$ cat src/rtl/fes_pkg.sv
package fes_pkg;
  typedef enum logic [2:0] {
    ST_FETCH = 3'd0,
    ST_CHECK = 3'd1,
    ST_EXEC  = 3'd2,
    ST_SAVE  = 3'd3,
    ST_VECT  = 3'd4,
    ST_TRAP  = 3'd5,
    ST_HALT  = 3'd6
  } seq_state_e;
endpackage

$ cat src/rtl/fes_ctrl.sv
module fes_ctrl
  import fes_pkg::*;
(
  input  logic       clk,
  input  logic       rst_n,
  input  logic       mem_ack,
  input  logic       irq,
  input  logic       int_en,
  input  logic       ex_done,
  input  logic       ex_halt,
  input  logic       ex_trap,
  output seq_state_e state
);
  seq_state_e nxt;

  always_comb begin
    nxt = state;
    case (state)
      ST_FETCH: if (mem_ack) nxt = ST_CHECK;
      ST_CHECK: nxt = (irq && int_en) ? ST_SAVE : ST_EXEC;
      ST_EXEC: begin
        if (ex_done) begin
          if (ex_halt)      nxt = ST_HALT;
          else if (ex_trap) nxt = ST_TRAP;
          else              nxt = ST_FETCH;
        end
      end
      ST_SAVE:  if (mem_ack) nxt = ST_VECT;
      ST_VECT:  if (mem_ack) nxt = ST_FETCH;
      ST_TRAP:  if (mem_ack) nxt = ST_FETCH;
      ST_HALT:  nxt = ST_HALT;
      default:  nxt = ST_HALT;
    endcase
  end

  always_ff @(posedge clk or negedge rst_n) begin
    if (!rst_n) state <= ST_FETCH;
    else        state <= nxt;
  end

  AST_HALT_STICKY: assert property (@(posedge clk) disable iff (!rst_n)
    state == ST_HALT |=> state == ST_HALT);
  AST_MASKED_NO_SAVE: assert property (@(posedge clk) disable iff (!rst_n)
    (state == ST_CHECK && !int_en) |=> state != ST_SAVE);
  AST_SAVE_AFTER_CHECK: assert property (@(posedge clk) disable iff (!rst_n)
    $rose(state == ST_SAVE) |-> $past(state) == ST_CHECK);
endmodule

$ cat src/rtl/fes_flags.sv
module fes_flags
  import fes_pkg::*;
(
  input  logic       clk,
  input  logic       rst_n,
  input  seq_state_e state,
  input  logic       irq,
  input  logic       ex_done,
  input  logic       ex_halt,
  input  logic       ex_trap,
  input  logic       ex_ie_set,
  input  logic       ex_ie_clr,
  input  logic       ex_user_ret,
  output logic       int_en,
  output logic       sup_mode
);
  logic take_irq, retire, ie_en, ie_d, sup_en, sup_d;

  assign take_irq = (state == ST_CHECK) && irq && int_en;
  assign retire   = (state == ST_EXEC) && ex_done;

  always_comb begin
    ie_en = 1'b0;
    ie_d  = int_en;
    if (take_irq) begin
      ie_en = 1'b1;
      ie_d  = 1'b0;
    end else if (retire && (ex_ie_set || ex_ie_clr)) begin
      ie_en = 1'b1;
      ie_d  = !ex_ie_clr;
    end
    sup_en = 1'b0;
    sup_d  = sup_mode;
    if (retire && ex_trap && !ex_halt) begin
      sup_en = 1'b1;
      sup_d  = 1'b1;
    end else if (retire && ex_user_ret) begin
      sup_en = 1'b1;
      sup_d  = 1'b0;
    end
  end

  always_ff @(posedge clk or negedge rst_n) begin
    if (!rst_n) begin
      int_en   <= 1'b0;
      sup_mode <= 1'b1;
    end else begin
      if (ie_en)  int_en   <= ie_d;
      if (sup_en) sup_mode <= sup_d;
    end
  end

  AST_SAVE_MASKED: assert property (@(posedge clk) disable iff (!rst_n)
    state == ST_SAVE |-> !int_en);
  AST_TRAP_SUP: assert property (@(posedge clk) disable iff (!rst_n)
    (state == ST_EXEC && ex_done && ex_trap && !ex_halt) |=> sup_mode);
  AST_CLR_WINS: assert property (@(posedge clk) disable iff (!rst_n)
    (state == ST_EXEC && ex_done && ex_ie_clr) |=> !int_en);
endmodule

$ cat src/rtl/fes_pc_unit.sv
module fes_pc_unit
  import fes_pkg::*;
#(
  parameter int             AW         = 16,
  parameter int             DW         = 16,
  parameter int             TW         = 4,
  parameter logic [AW-1:0]  START_ADDR = 16'h0100,
  parameter logic [AW-1:0]  STEP       = 16'd1
) (
  input  logic          clk,
  input  logic          rst_n,
  input  seq_state_e    state,
  input  logic          mem_ack,
  input  logic [DW-1:0] mem_rdata,
  input  logic          ex_done,
  input  logic          ex_halt,
  input  logic          ex_trap,
  input  logic [TW-1:0] ex_trap_arg,
  output logic [AW-1:0] pc,
  output logic [DW-1:0] ir,
  output logic [TW-1:0] trap_idx
);
  logic          retire, pc_en, ir_en, idx_en;
  logic [AW-1:0] pc_d;

  assign retire = (state == ST_EXEC) && ex_done && !ex_halt;
  assign ir_en  = (state == ST_FETCH) && mem_ack;
  assign idx_en = retire && ex_trap;

  always_comb begin
    pc_en = 1'b0;
    pc_d  = pc;
    if (retire && !ex_trap) begin
      pc_en = 1'b1;
      pc_d  = pc + STEP;
    end else if ((state == ST_VECT || state == ST_TRAP) && mem_ack) begin
      pc_en = 1'b1;
      pc_d  = mem_rdata[AW-1:0];
    end
  end

  always_ff @(posedge clk or negedge rst_n) begin
    if (!rst_n) begin
      pc       <= START_ADDR;
      ir       <= '0;
      trap_idx <= '0;
    end else begin
      if (pc_en)  pc       <= pc_d;
      if (ir_en)  ir       <= mem_rdata;
      if (idx_en) trap_idx <= ex_trap_arg;
    end
  end

  AST_SEQ_STEP: assert property (@(posedge clk) disable iff (!rst_n)
    (state == ST_EXEC && ex_done && !ex_halt && !ex_trap) |=> pc == $past(pc) + STEP);
  AST_PC_HOLD_EXEC: assert property (@(posedge clk) disable iff (!rst_n)
    (state == ST_EXEC && !ex_done) |=> $stable(pc));
endmodule

$ cat src/rtl/fes_mem_sel.sv
module fes_mem_sel
  import fes_pkg::*;
#(
  parameter int            AW        = 16,
  parameter int            DW        = 16,
  parameter int            TW        = 4,
  parameter logic [AW-1:0] TRAP_BASE = 16'd1000
) (
  input  seq_state_e    state,
  input  logic [AW-1:0] pc,
  input  logic [TW-1:0] trap_idx,
  output logic          mem_req,
  output logic          mem_we,
  output logic [AW-1:0] mem_addr,
  output logic [DW-1:0] mem_wdata
);
  localparam logic [AW-1:0] SAVE_WORD = '0;
  localparam logic [AW-1:0] VECT_WORD = {{(AW-1){1'b0}}, 1'b1};

  always_comb begin
    mem_req   = 1'b0;
    mem_we    = 1'b0;
    mem_addr  = pc;
    mem_wdata = '0;
    case (state)
      ST_FETCH: mem_req = 1'b1;
      ST_SAVE: begin
        mem_req   = 1'b1;
        mem_we    = 1'b1;
        mem_addr  = SAVE_WORD;
        mem_wdata = DW'(pc);
      end
      ST_VECT: begin
        mem_req  = 1'b1;
        mem_addr = VECT_WORD;
      end
      ST_TRAP: begin
        mem_req  = 1'b1;
        mem_addr = TRAP_BASE + {{(AW-TW){1'b0}}, trap_idx};
      end
      default: mem_req = 1'b0;
    endcase
  end
endmodule

$ cat src/rtl/fetch_exec_seq.sv
module fetch_exec_seq
  import fes_pkg::*;
#(
  parameter int            AW         = 16,
  parameter int            DW         = 16,
  parameter int            TW         = 4,
  parameter logic [AW-1:0] START_ADDR = 16'h0100,
  parameter logic [AW-1:0] STEP       = 16'd1,
  parameter logic [AW-1:0] TRAP_BASE  = 16'd1000
) (
  input  logic          clk,
  input  logic          rst_n,
  input  logic          irq,
  output logic          mem_req,
  output logic          mem_we,
  output logic [AW-1:0] mem_addr,
  output logic [DW-1:0] mem_wdata,
  input  logic [DW-1:0] mem_rdata,
  input  logic          mem_ack,
  output logic          ex_start,
  output logic [DW-1:0] ex_instr,
  input  logic          ex_done,
  input  logic          ex_halt,
  input  logic          ex_trap,
  input  logic [TW-1:0] ex_trap_arg,
  input  logic          ex_ie_set,
  input  logic          ex_ie_clr,
  input  logic          ex_user_ret,
  output logic [AW-1:0] pc,
  output logic          int_en,
  output logic          sup_mode,
  output logic          halted
);
  seq_state_e    state;
  logic [TW-1:0] trap_idx;

  fes_ctrl u_ctrl (
    .clk(clk), .rst_n(rst_n), .mem_ack(mem_ack), .irq(irq), .int_en(int_en),
    .ex_done(ex_done), .ex_halt(ex_halt), .ex_trap(ex_trap), .state(state)
  );

  fes_flags u_flags (
    .clk(clk), .rst_n(rst_n), .state(state), .irq(irq), .ex_done(ex_done),
    .ex_halt(ex_halt), .ex_trap(ex_trap), .ex_ie_set(ex_ie_set),
    .ex_ie_clr(ex_ie_clr), .ex_user_ret(ex_user_ret),
    .int_en(int_en), .sup_mode(sup_mode)
  );

  fes_pc_unit #(.AW(AW), .DW(DW), .TW(TW), .START_ADDR(START_ADDR), .STEP(STEP)) u_pc (
    .clk(clk), .rst_n(rst_n), .state(state), .mem_ack(mem_ack), .mem_rdata(mem_rdata),
    .ex_done(ex_done), .ex_halt(ex_halt), .ex_trap(ex_trap), .ex_trap_arg(ex_trap_arg),
    .pc(pc), .ir(ex_instr), .trap_idx(trap_idx)
  );

  fes_mem_sel #(.AW(AW), .DW(DW), .TW(TW), .TRAP_BASE(TRAP_BASE)) u_msel (
    .state(state), .pc(pc), .trap_idx(trap_idx), .mem_req(mem_req),
    .mem_we(mem_we), .mem_addr(mem_addr), .mem_wdata(mem_wdata)
  );

  assign ex_start = (state == ST_EXEC);
  assign halted   = (state == ST_HALT);

  AST_REQ_STABLE: assert property (@(posedge clk) disable iff (!rst_n)
    (mem_req && !mem_ack) |=> (mem_req && $stable(mem_addr) && $stable(mem_we) && $stable(mem_wdata)));
  AST_START_NO_REQ: assert property (@(posedge clk) disable iff (!rst_n)
    ex_start |-> !mem_req);
  AST_WRITE_WORD0: assert property (@(posedge clk) disable iff (!rst_n)
    (mem_req && mem_we) |-> (mem_addr == '0 && !int_en));
  AST_HALT_QUIET: assert property (@(posedge clk) disable iff (!rst_n)
    halted |=> (halted && !mem_req && !ex_start && $stable(pc)));
endmodule

$ cat config.mk
export PLATFORM = sky130hd
export DESIGN_NAME = fetch_exec_seq
export DESIGN_NICKNAME = d
export VERILOG_FILES = /design/src/rtl/fes_pkg.sv /design/src/rtl/fes_ctrl.sv /design/src/rtl/fes_flags.sv /design/src/rtl/fes_pc_unit.sv /design/src/rtl/fes_mem_sel.sv /design/src/rtl/fetch_exec_seq.sv
export SDC_FILE = /design/constraint.sdc
export NUM_CORES = 1
export LEC_CHECK = 0
export ABC_AREA = 0
export ABC_CLOCK_PERIOD_IN_PS = 2050
export BUFFER_PORTS_ARGS = -buffer_cell sky130_fd_sc_hd__buf_2
export CAP_MARGIN = 5
export CORE_MARGIN = 1.5
export CORE_UTILIZATION = 38
export CTS_CLUSTER_DIAMETER = 100
export DETAILED_ROUTE_END_ITERATION = 10
export GPL_ROUTABILITY_DRIVEN = 0
export PLACE_DENSITY = 0.77
export REMOVE_ABC_BUFFERS = 1
export SLEW_MARGIN = 20
export SYNTH_ARGS = -nofsm -noshare
export SYNTH_HDL_FRONTEND = slang
export SYNTH_SLANG_ARGS = --single-unit
$ cat constraint.sdc
create_clock -name clk -period 2.05 [get_ports clk]
set_input_delay 0 -clock clk [delete_from_list [all_inputs] [get_ports clk]]
set_output_delay 0 -clock clk [all_outputs]
set_load 0.02 [all_outputs]
# --- Word-level counts from Yosys, hierarchy flattened ---
# Cells that the tools add are included.
op_classes:
  add_sub_neg: 2
  n_mul: 0
  div_mod_pow: 0
  order_cmp: 0
  eq_ne: 10
  n_shift: 0
  mux: 24
  bitwise_logic: 0
  reduce_logical: 28
op_table:
  columns: ["cell", "count"]
  rows:
  - ["$mux 16", 3]
  - ["$pmux 16 s3", 1]
  - ["$mux 3", 6]
  - ["$add 16x1->16 const B", 1]
  - ["$pmux 3 s5", 1]
  - ["$logic_and 1x1->1", 13]
  - ["$mux 1", 13]
  - ["$add 10x4->11 const A", 1]
  - ["$eq 3x3->1 const B", 3]
  - ["$eq 3x2->1 const B", 2]
  - ["$reduce_and 2->1", 3]
  - ["$reduce_bool 2->1", 3]
  - ["$ne 2x1->1 const B", 2]
  - ["$ne 2x2->1 const B", 2]
  - ["$reduce_and 4->1", 1]
  - ["$reduce_or 4->1", 1]
  - ["$eq 3x1->1 const B", 1]
  - ["$logic_not 1->1", 3]
  - ["$logic_not 3->1", 1]
  - ["$logic_or 1x1->1", 2]
  - ["$reduce_or 2->1", 1]
word_totals:
  register_bits: 41
  latch_bits: 0
  mem_bits_rw: 0
  romBits: 0
  in_bits: 30
  output_inout_bits: 70
  wordCells: 70
  mem_count: 0

# --- Logic depth before layout (Yosys ltp) ---
# Gate-level depths: netlist of run 1.
logic_depth:
  depth_word: 6
  depth_mapped: 6
  mapped_depth_nobuf: 5

# --- By module ---
# A second synthesis of run 1 with hierarchy kept.
unflattened:
  cells_unflattened: 263
  hier_area_um2: 2513.7
by_module_without_submodules:
  columns: ["mod", "n_inst", "cells_each", "area_per_inst_um2", "seq_area_each_um2"]
  rows:
  - ["fes_pc_unit", 1, 158, 1741.7, 902.1]
  - ["fes_mem_sel", 1, 70, 434.2, 0.0]
  - ["fes_ctrl", 1, 22, 200.2, 75.1]
  - ["fes_flags", 1, 11, 116.4, 51.3]
  - ["fetch_exec_seq", 1, 2, 21.3, 0.0]

# --- Least setup slack after synthesis of run 1 ---
# OpenSTA, ideal clock, no wires.
synth_path:
  path_type: "register to register"
  start: "register u_pc.pc[2]"
  end: "register u_pc.pc[15]"
  setup_time_ns: 0.131
  arrival_ns: 1.649
  slack_ns: 0.269
  stages_incl_launch_ff: 6
  n_path_buf: 1
  path_cell_list: "dfrtp_1 buf_2 nand4_1 nor4_1 a21oi_1 or3_1"
synth_via:
  elab_chain_len: 2
synth_lines:
  columns: ["item", "line_no", "rtl"]
  rows:
  - ["start: declaration", "fes_pc_unit.sv:19", "output logic [AW-1:0] pc,"]
  - ["start signal: assignment", "fes_pc_unit.sv:48", "if (pc_en) pc <= pc_d;"]
  - ["$add 16x1->16", "fes_pc_unit.sv:35", "pc_d = pc + STEP;"]
  - ["$mux 16", "fes_pc_unit.sv:33", "if (retire && !ex_trap) begin"]
# Every way passes these cells.
# A chain may end at the register's enable or synchronous reset.

# --- Worst setup path after layout of run 1 ---
layout_path:
  start: "register u_ctrl.state[2]"
  end: "output port mem_wdata[3]"
layout_via:
  elab_chain_len: 2
layout_lines:
  columns: ["item", "line_no", "rtl"]
  rows:
  - ["start: declaration", "fes_ctrl.sv:12", "output seq_state_e state"]
  - ["start signal: assignment", "fes_ctrl.sv:38", "else state <= nxt;"]
  - ["$eq 3x2->1", "fes_mem_sel.sv:25", "case (state)"]
  - ["$mux 16", "fes_mem_sel.sv:25", null]
  - ["end: declaration", "fetch_exec_seq.sv:17", "output logic [DW-1:0] mem_wdata,"]
# Every way passes these cells.

==> results of run 1 <==
cells by family after synthesis:
group,synth area share
buf+inv,0.0468
compound gates,0.147
fa+ha+maj,0.00509
flops,0.418
simple gates,0.283
xor+xnor,0.00356
mux,0.0957
stage by stage:
step | power (µW) | hold WS [ps] | setup TNS, ps | setup WS (ps) | instances
2_1_floorplan | 3700 | -296 | -934 | -58.4 | 243
3_3_place_gp | 4900 | -120 | 0 | 288 | 434
3_5_place_dp | 4980 | -111 | 0 | 239 | 434
4_1_cts | 5580 | 2.54 | 0 | 189 | 464
5_1_grt | 5910 | 25.4 | 0 | 20.0 | 464
6_report | 5570 | 11.5 | 0 | 156 | 464
placed cells by master, fill, tap and decap left out, types with 14 or more instances in the layout:
cell type	n
a21oi_1	14
and3_1	17
buf_2	99
buf_4	15
dfrtp_1	39
dlygate4sd3_1	23
mux2_2	20
nand2_1	28
nor2_1	18
worst min-delay path, cell delays in order:
cell and delay (ps):
buf_2 100, a21oi_1 110, a211oi_1 60
power by group through the flow:
stage	registers, µW	clock network [µW]	logic (µW)
finish	1690	552	3330
global route	1760	582	3570
CTS	1680	565	3340
detailed placement	1690	0	3290
global placement	1660	0	3230
floorplan	2090	0	1610
how the worst min path moves through the flow:
stage | from | endpoint | cells after the start
finish | ex_ie_set | u_flags.int_en | 3
global route | ex_ie_set | u_flags.int_en | 3
CTS | ex_ie_set | u_flags.int_en | 3
detailed placement | rst_n | u_flags.int_en | 1
global placement | rst_n | u_ctrl.state[1] | 1
floorplan | rst_n | u_ctrl.state[0] | 0
area by class of cell:
| class | instances | area (µm²) |
|---|---|---|
| timing repair buffer | 137 | 838 |
| multi-input combinational | 195 | 1320 |
| tap | 77 | 96.3 |
| sequential | 41 | 1030 |
| fill | 582 | 2910 |
| clock inverter | 1 | 7.51 |
| clock buffer | 6 | 82.6 |
| inverter | 7 | 38.8 |
sequential cells by signal (all words and copies together) (netlist names):
name	cells
u_pc.pc	16
u_pc.trap_idx	4
u_flags.int_en	1
u_ctrl.state	3
u_pc.ir	16
u_flags.sup_mode	1
routing by layer:
| layer | vias up | wire length (µm) |
|---|---|---|
| li1 | 1208 | - |
| met1 | 1267 | 3200 |
| met2 | 137 | 3720 |
| met3 | 9 | 680 |
| met4 | 0 | 91 |
| met5 | - | 0 |
==> impl_summary.log, run 1 <==
[metrics] largest driver fanout on the critical path: 28
[metrics] power density over the cells: 1630 nW/µm²
[metrics] async set-reset flop share out of synthesis: 1.00
[metrics] share of the yosys chip area belonging to registers: 0.418
[metrics] pin count of the biggest net entering global routing: 33
[metrics] CTS buffer count: 5
[metrics] setup violation total in the final timing report: 0
[metrics] ranking of synthesized cells by instance count: 39 x dfrtp_1, 28 x nand2_1, 20 x mux2_2
[metrics] DRC violations left: 0
[metrics] number of library cell types mapped by synthesis: 54
[metrics] dominant cell by count in the synthesized netlist: dfrtp_1
[metrics] wire length of the first global-routing pass: 12200 µm
[metrics] cell count of the worst reg-to-reg path: 5
[metrics] sequential group share of total power: 0.303
[metrics] Via-to-Cell Ratio: about 5.6
[metrics] actual transition at the worst max-transition pin: 498 ps
[metrics] design internal power: approximately 2800 µW
[metrics] top cells by area, synth: dfrtp_1 40%, mux2_2 9.2%, and3_1 4.3%
[metrics] first-pass iteration count of the detailed router: 5
[metrics] number of antenna violations at the first check in global routing: 0
[metrics] number of enable-type register cells in the synthesized netlist: 0
[metrics] Worst Skew: 6.88 ps
[metrics] kind of start point of the critical path: register
[metrics] switching power of the nets: 2780 µW
[metrics] number of instances in the synthesized netlist: 260
[metrics] cell chain of the critical path: buf_4, nor2b_1, buf_4, and3_1, buf_2
[metrics] met1 Track Usage GR: 0.284
[metrics] number of nets in the layout: between 400 and 500
[metrics] Die W: roughly 83 µm
[metrics] R2R Setup Slk: approximately 200 ps
[metrics] Crit path depth: 5
[metrics] routed wire length: 7690 µm
[metrics] height of the chip: approximately 83 µm
[metrics] total of flip-flops plus latches after synthesis: roughly 40
[metrics] Cell Area, Synth: 2460 µm²
[metrics] source-to-sink clock delay at the later pin of the worst-skew pair: 300 ps
[metrics] number of top-level pins: 100
[metrics] total track usage: 0.217
[metrics] Avg Synthesized Cell Area: approximately 9.5 µm²
[metrics] post-route cell area: roughly 3400 µm²
[metrics] required time at the worst-slack endpoint: about 2000 ps
[metrics] instance area at placement: 3090 µm²
[metrics] Final Critical Period: around 1900 ps
[metrics] Clock power frac: 0.099
[metrics] Final Cycle Share: 0.924
[metrics] total number of placement rows: 29
[metrics] clock slew at reported path FFs: roughly 80 ps
[metrics] met2 Track Usage GR: 0.363
[metrics] critical path type: register to primary output
[metrics] end of the worst register-to-register path: u_pc.pc[11]
[metrics] area added between synthesis and finish: 38.6%
[metrics] total die area: 6960 µm²
[metrics] share of cells above drive strength 1: 0.395
[metrics] cell type with the largest total area after synthesis: dfrtp_1
[metrics] final antenna diode count: 0
[metrics] kind of cell adding the most delay to the critical path: buffers and inverters
[metrics] overflow left after global routing: 0
[metrics] outcome: complete, no violations
[metrics] Syn. warnings: 0
[metrics] routing layer with the top usage in global route: met2
[metrics] most frequent CP cell: buf_4
[metrics] combined buffer and inverter count along the critical path: 3
[metrics] Finished Core Util: 0.540
[metrics] area share of the leading cell type in the synthesized netlist: 0.397
[metrics] TritonCTS clock tree: done
[metrics] hold_buf cts: 23
[metrics] switching fraction of total power: 0.500
[metrics] DP Wirelength: roughly 5400 µm
[metrics] data arrival time of the critical path: around 1900 ps
[metrics] Critical R2R Launch: u_ctrl.state[0]
[metrics] worst vdd rail ir drop: roughly 0.0009 V
[metrics] top_reg_cell synth: dfrtp_1
[metrics] number of buffers inserted by port buffering: slightly below 100
[metrics] capture point of the worst path: mem_wdata[3]
[metrics] worst stage delay on the critical path: 380 ps
[metrics] Resized cells post-CTS: 0
[metrics] First DRT Iteration DRCs: between 200 and 300
[metrics] max-capacitance violation count: 0
[metrics] via count of the first global-routing pass: 2461
[metrics] static leakage: 0.00170 µW
[metrics] starting density of the core: 0.389
[metrics] Max Freq: about 530 MHz
[metrics] number of pins exceeding their max-slew limit in the final report: 0
[metrics] CTS Root Buffer Type: clkbuf_8
[metrics] worst setup path startpoint: u_ctrl.state[2]
[metrics] proportion of power drawn by combinational gates: 0.598
[metrics] post-detailed-route wirelength per cell: 16.6 µm
[metrics] sort of element at the end of the critical path: primary output
[metrics] met3 global-route usage: 0.0517
[metrics] Core ar.: 6310 µm²
[metrics] max_slew headroom: 0.666
[metrics] H-tree Lvls: 2
[metrics] count of clock tree sinks: a little over 40
[metrics] Final Hold Violating Endpoints: 0
[metrics] final antenna-violating net count: 0
[metrics] hold crit path type: input port to register
[metrics] CP max-delay cell: dfrtp_1
[metrics] number of vias in the routed layout: 2621
[metrics] buffers inserted by post-CTS timing repair: 0
[metrics] deepest clock path buffer count: 2
[metrics] setup repair after global routing missed its margin: false
(Power assumes the default switching activity.)
==> run 2: changes to the inputs <==
--- a/config.mk
+++ b/config.mk
@@ -11,6 +11,7 @@
 export CAP_MARGIN = 5
 export CORE_MARGIN = 1.5
 export CORE_UTILIZATION = 38
+export CTS_BUF_LIST = sky130_fd_sc_hd__clkbuf_2
 export CTS_CLUSTER_DIAMETER = 100
 export DETAILED_ROUTE_END_ITERATION = 10
 export GPL_ROUTABILITY_DRIVEN = 0
==> run 2 against run 1 <==
  * Combinational power grew 2%
  * First-iteration DRC count shrank 5.8%
  * Core utilization is 0.46 points higher
  * Worst setup slack got worse by 45 ps
  * Non-clock buffer count increased by 8
  * Register-to-register slack got worse by 40 ps
  * Via count rose by 2.1%
  * Power fell by 3.0%
==> impl_summary.log, run 2 (synthesized netlist as in run 1, its figures left out) <==
[metrics] number of nets in the layout: about 430
[metrics] area added between synthesis and finish: 39.7%
[metrics] post-detailed-route wirelength per cell: 16.9 µm
[metrics] final antenna-violating net count: 0
[metrics] top flop regs: u_pc.ir (16), u_pc.pc (16), u_pc.trap_idx (4)
[metrics] number of buffers inserted by port buffering: approximately 100
[metrics] setup violation total in the final timing report: 0
[metrics] outcome: complete, no violations
[metrics] DP Wirelength: around 5400 µm
[metrics] via count of the first global-routing pass: between 2000 and 3000
[metrics] buffers inserted by post-CTS timing repair: 0
[metrics] largest driver fanout on the critical path: 12
[metrics] Core ar.: ~6300 µm²
[metrics] routed wire length: between 7000 and 8000 µm
[metrics] Final Hold Violating Endpoints: 0
[metrics] kind of start point of the critical path: register
[metrics] power density over the cells: between 1500 and 2000 nW/µm²
[metrics] Finished Core Util: 0.544
[metrics] setup repair after global routing missed its margin: false
[metrics] worst setup path startpoint: u_ctrl.state[0]
[metrics] static leakage: ~0.0017 µW
[metrics] CTS buffer count: 5
[metrics] share of cells above drive strength 1: 0.387
[metrics] worst vdd rail ir drop: just under 0.0009 V
[metrics] source-to-sink clock delay at the later pin of the worst-skew pair: about 410 ps
[metrics] first-pass iteration count of the detailed router: 4
[metrics] instance area at placement: approximately 3100 µm²
[metrics] routing layer with the top usage in global route: met2
[metrics] required time at the worst-slack endpoint: ~2000 ps
[metrics] Final Cycle Share: 0.946
[metrics] critical path type: register to primary output
[metrics] met2 Track Usage GR: 0.375
[metrics] Post-Place Worst Slack: around 240 ps
[metrics] starting density of the core: 0.389
[metrics] final antenna diode count: 0
[metrics] max-capacitance violation count: 0
[metrics] wire length of the first global-routing pass: approximately 13000 µm
[metrics] First DRT Iteration DRCs: roughly 280
[metrics] met1 Track Usage GR: 0.291
[metrics] number of vias in the routed layout: 2677
[metrics] number of instances in the placed design: 434
[metrics] CTS Root Buffer Type: clkbuf_2
[metrics] cell count of the worst reg-to-reg path: 6
[metrics] total number of placement rows: 29
[metrics] post-route cell area: ~3400 µm²
[metrics] number of pins exceeding their max-slew limit in the final report: 0
[metrics] actual transition at the worst max-transition pin: 477 ps
[metrics] max_slew headroom: 0.680
[metrics] number of top-level pins: 100
[metrics] non-filler cells in the finished layout: approximately 470
[metrics] most common cell after layout, fill and taps aside: buf_2
[metrics] Max Freq: 516 MHz
[metrics] hold crit path type: input port to asynchronous set/reset pin
[metrics] deepest clock path buffer count: 2
[metrics] slack of the critical path: roughly 110 ps
[metrics] TritonCTS clock tree: done
[metrics] sort of element at the end of the critical path: primary output
[metrics] overflow left after global routing: 0
[metrics] Worst Skew: between 15 and 20 ps
[metrics] Die W: ~83 µm
[metrics] Via-to-Cell Ratio: approximately 5.7
[metrics] DRC violations left: 0
[metrics] Final Critical Period: around 1900 ps
[metrics] total track usage: 0.225
[metrics] total die area: slightly below 7000 µm²
[metrics] number of antenna violations at the first check in global routing: 0
[metrics] count of clock tree sinks: 41
[metrics] pin count of the biggest net entering global routing: 33
[metrics] total negative setup slack: 0 ps
[metrics] data arrival time of the critical path: 1940 ps
[metrics] H-tree Lvls: 2
[metrics] Critical R2R Launch: u_ctrl.state[0]
[metrics] clock slew at reported path FFs: roughly 220 ps
[metrics] height of the chip: around 83 µm
[metrics] met3 global-route usage: 0.0507
[metrics] most used cells in the layout excluding fill and tap cells: 99 x buf_2, 39 x dfrtp_1, 31 x dlygate4sd3_1, 28 x nand2_1, 20 x mux2_2
run 2: cell count changes in the layout (fill, tap and decap cells not counted):
cell	before	now
clkbuf_2	0	5
nor2b_1	2	1
nor2b_2	0	1
clkinv_1	0	1
dlygate4sd3_1	23	31
clkbuf_8	6	0
run 2: critical path: stages (launching register included):
cell	delay [ps]
dfrtp_1	570
nor2b_2	350
buf_4	250
and3_1	190
buf_2	170
run 2: per-stage QoR:
stage	total power (µW)	hold WS, ps
4_1_cts	5370	46.9
2_1_floorplan	3700	-296
6_report	5400	54.1
3_5_place_dp	4980	-111
3_3_place_gp	4900	-120
5_1_grt	5730	68.8
run 2: worst paths after layout:
path	end	slack, ps
worst max register to register	u_flags.sup_mode	160
worst min-delay path	u_flags.sup_mode	50
worst min register to register	u_flags.sup_mode	490
max in group asynchronous	u_ctrl.state[2]	1120
min in group clk	u_flags.int_en	280
worst max-delay path	mem_wdata[3]	110
run 2: layout make-up:
| type | instances | area (µm²) |
|---|---|---|
| timing repair buffer | 145 | 918 |
| clock buffer | 5 | 25.0 |
| inverter | 7 | 38.8 |
| multi-input combinational | 195 | 1320 |
| fill | 584 | 2880 |
| sequential | 41 | 1030 |
| tap | 77 | 96.3 |
| clock inverter | 2 | 11.3 |
run 2: per-layer routing:
metal,up-vias,routed length [µm]
met4,0,205
met1,1287,3390
li1,1225,-
met5,-,0
met3,28,562
met2,137,3800
run 2: power breakdown:
group          leakage, µW  internal, µW  total [µW]  switching (µW)
clock            0.0000225          73.4         342             269
combinational      0.00120          1310        3380            2070
sequential        0.000489          1220        1680             466
run 2: what timing repair did:
item                                   in CTS  in global routing
resized for setup                           0                  1
setup endpoints to repair                   0                 11
hold buffers                               31                  0
endpoints found under the hold margin      81                  0
==> run 3: changes to the inputs <==
--- a/config.mk
+++ b/config.mk
@@ -9,6 +9,7 @@
 export ABC_CLOCK_PERIOD_IN_PS = 2050
 export BUFFER_PORTS_ARGS = -buffer_cell sky130_fd_sc_hd__buf_2
 export CAP_MARGIN = 5
+export CORE_ASPECT_RATIO = 1.1
 export CORE_MARGIN = 1.5
 export CORE_UTILIZATION = 38
 export CTS_BUF_LIST = sky130_fd_sc_hd__clkbuf_2
==> run 3 against run 2 <==
  * Via count fell by 1.9%
  * Clock power about the same
  * Sequential cell count stayed put
  * Power rose by 1.1%
  * Combinational power grew 3%
  * Critical path depth grew 2
  * Sequential share of layout area shrank 0.29 points
  * Non-clock buffer count increased by 1
  * Critical endpoint is now mem_addr[5]
  * Largest cell class unchanged
  * Largest power group unchanged
  * Highest routed layer unchanged
==> impl_summary.log, run 3 (synthesized netlist as in run 1, its figures left out) <==
[metrics] required time at the worst-slack endpoint: between 2000 and 2500 ps
[metrics] cell chain of the critical path: buf_4, inv_1, buf_4, and3_1, nor3_1, buf_2
[metrics] worst vdd rail ir drop: around 0.00077 V
[metrics] most used cells in the layout excluding fill and tap cells: 98 x buf_2, 39 x dfrtp_1, 30 x dlygate4sd3_1, 28 x nand2_1, 20 x mux2_2
[metrics] CTS Root Buffer Type: clkbuf_2
[metrics] Max Freq: between 500 and 600 MHz
[metrics] worst stage delay on the critical path: 430 ps
[metrics] post-detailed-route wirelength per cell: 15.9 µm
[metrics] largest driver fanout on the critical path: 11
[metrics] height of the chip: just under 90 µm
[metrics] routed wire length: roughly 7600 µm
[metrics] fillcell total: ~540
[metrics] overflow left after global routing: 0
[metrics] total die area: between 6000 and 7000 µm²
[metrics] H-tree Lvls: 2
[metrics] number of pins exceeding their max-slew limit in the final report: 0
[metrics] source-to-sink clock delay at the later pin of the worst-skew pair: about 400 ps
[metrics] number of buffers inserted by port buffering: just under 100
[metrics] outcome: complete, no violations
[metrics] sort of element at the end of the critical path: primary output
[metrics] Final Hold Violating Endpoints: 0
[metrics] setup repair after global routing missed its margin: true
[metrics] area added between synthesis and finish: 41.1%
[metrics] total number of placement rows: 30
[metrics] Final Critical Period: roughly 2000 ps
[metrics] CP max-delay cell: dfrtp_1
[metrics] cell count of the worst reg-to-reg path: 5
[metrics] Critical R2R Launch: u_ctrl.state[0]
[metrics] static leakage: 0.00173 µW
[metrics] pin count of the biggest net entering global routing: 42
[metrics] setup violation total in the final timing report: 0
[metrics] design internal power: roughly 2700 µW
[metrics] CTS buffer count: 5
[metrics] max-capacitance violation count: 0
[metrics] instance area at placement: 3100 µm²
[metrics] Worst Skew: roughly 19 ps
[metrics] Core ar.: 6190 µm²
[metrics] DRC violations left: 0
[metrics] data arrival time of the critical path: approximately 2000 ps
[metrics] First DRT Iteration DRCs: 225
[metrics] power density over the cells: roughly 1600 nW/µm²
[metrics] number of vias in the routed layout: 2627
[metrics] Clock power frac: 0.062
[metrics] deepest clock path buffer count: 2
[metrics] starting density of the core: 0.397
[metrics] actual transition at the worst max-transition pin: between 900 and 1000 ps
[metrics] top flop regs: u_pc.ir (16), u_pc.pc (16), u_pc.trap_idx (4)
[metrics] hold_ws: about 230 ps
[metrics] most common cell after layout, fill and taps aside: buf_2
[metrics] Die W: about 80 µm
[metrics] hold crit path type: input port to asynchronous set/reset pin
[metrics] R2R Setup Slk: ~150 ps
[metrics] Finished Core Util: 0.560
[metrics] proportion of power drawn by combinational gates: 0.637
[metrics] DP Wirelength: roughly 5500 µm
[metrics] Via-to-Cell Ratio: approximately 5.5
[metrics] count of clock tree sinks: 41
[metrics] kind of start point of the critical path: register
[metrics] TritonCTS clock tree: done
[metrics] switching fraction of total power: 0.513
[metrics] final antenna-violating net count: 0
[metrics] number of antenna violations at the first check in global routing: 0
[metrics] via count of the first global-routing pass: ~2500
[metrics] most frequent CP cell: buf_4
[metrics] critical path type: register to primary output
[metrics] number of nets in the layout: approximately 430
[metrics] first-pass iteration count of the detailed router: 4
[metrics] sequential group share of total power: 0.300
[metrics] share of cells above drive strength 1: 0.398
[metrics] switching power of the nets: 2800 µW
[metrics] final antenna diode count: 0
[metrics] end of the worst register-to-register path: u_pc.pc[8]
[metrics] post-route cell area: ~3500 µm²
[metrics] number of top-level pins: 100
[metrics] wire length of the first global-routing pass: 12200 µm
[metrics] total negative setup slack: 0 ps
[metrics] Final Cycle Share: 0.972
[metrics] max_slew headroom: 0.381
[metrics] clock slew at reported path FFs: 210 ps
[metrics] total track usage: 0.227
run 3: cell count changes in the layout (fill, tap and decap cells not counted), sizes merged:
| cell | change |
|---|---|
| buf | +2 |
| dlygate4sd3 | -1 |
| clkinvlp | -1 |
| clkinv | +2 |
run 3: per-stage QoR:
| step | total power, µW | setup WS, ps | instances |
|---|---|---|---|
| final | 5460 | 57.0 | 477 |
| after global routing | 5860 | -70.3 | 477 |
| after CTS | 5400 | 61.3 | 476 |
| after floorplan | 3700 | -58.4 | 243 |
| after detailed placement | 5010 | 216 | 438 |
| after global placement | 4920 | 288 | 438 |
run 3: per-layer routing:
| layer | up-vias | track usage | share of wire |
|---|---|---|---|
| li1 | 1230 | - | - |
| met1 | 1250 | 0.299 | 0.41 |
| met4 | 0 | 0.0510 | 0.014 |
| met2 | 134 | 0.388 | 0.49 |
| met3 | 13 | 0.0398 | 0.091 |
| met5 | - | 0 | 0 |
run 3: worst max path at each step:
stage	start	slack, ps	end	depth (start not counted)
2_1_floorplan	u_ctrl.state[1]	-60	u_pc.ir[0]	4
4_1_cts	u_ctrl.state[1]	60	mem_addr[7]	6
5_1_grt	u_ctrl.state[1]	-70	mem_addr[7]	6
3_5_place_dp	u_ctrl.state[0]	220	u_pc.pc[8]	5
3_3_place_gp	u_ctrl.state[0]	290	u_pc.pc[11]	5
6_report	u_ctrl.state[1]	60	mem_addr[5]	6
run 3: worst max-delay path: cells and delay by family, from the launching register on:
kind	cells	cell delay [ps]
AND/OR/NAND/NOR	2	510
buffers and inverters	4	650
flip-flops	1	430
run 3: power by group through the flow:
| stage | logic, µW | clock network, µW | registers, µW |
|---|---|---|---|
| after CTS | 3420 | 357 | 1630 |
| after global routing | 3760 | 392 | 1700 |
| after global placement | 3310 | 0 | 1620 |
| final | 3480 | 340 | 1640 |
| after floorplan | 1610 | 0 | 2090 |
| after detailed placement | 3360 | 0 | 1650 |
run 3: cell type report:
cell class,instances,area [µm²],area share
multi-input cells,195,1340,0.385
flip-flops and latches,41,1030,0.296
repair buffers,146,930,0.268
well taps,80,100,0.0288
inverters,7,38.8,0.0112
clock buffers,5,25.0,0.00721
clock inverters,3,12.5,0.00361
run 3: repair_timing:
action / CTS / global route
buffers inserted: 0 / 1
setup endpoints to repair: 0 / 4
hold endpoints to repair: 80 / 0
hold buffers: 30 / 0
gates resized for setup: 0 / 6
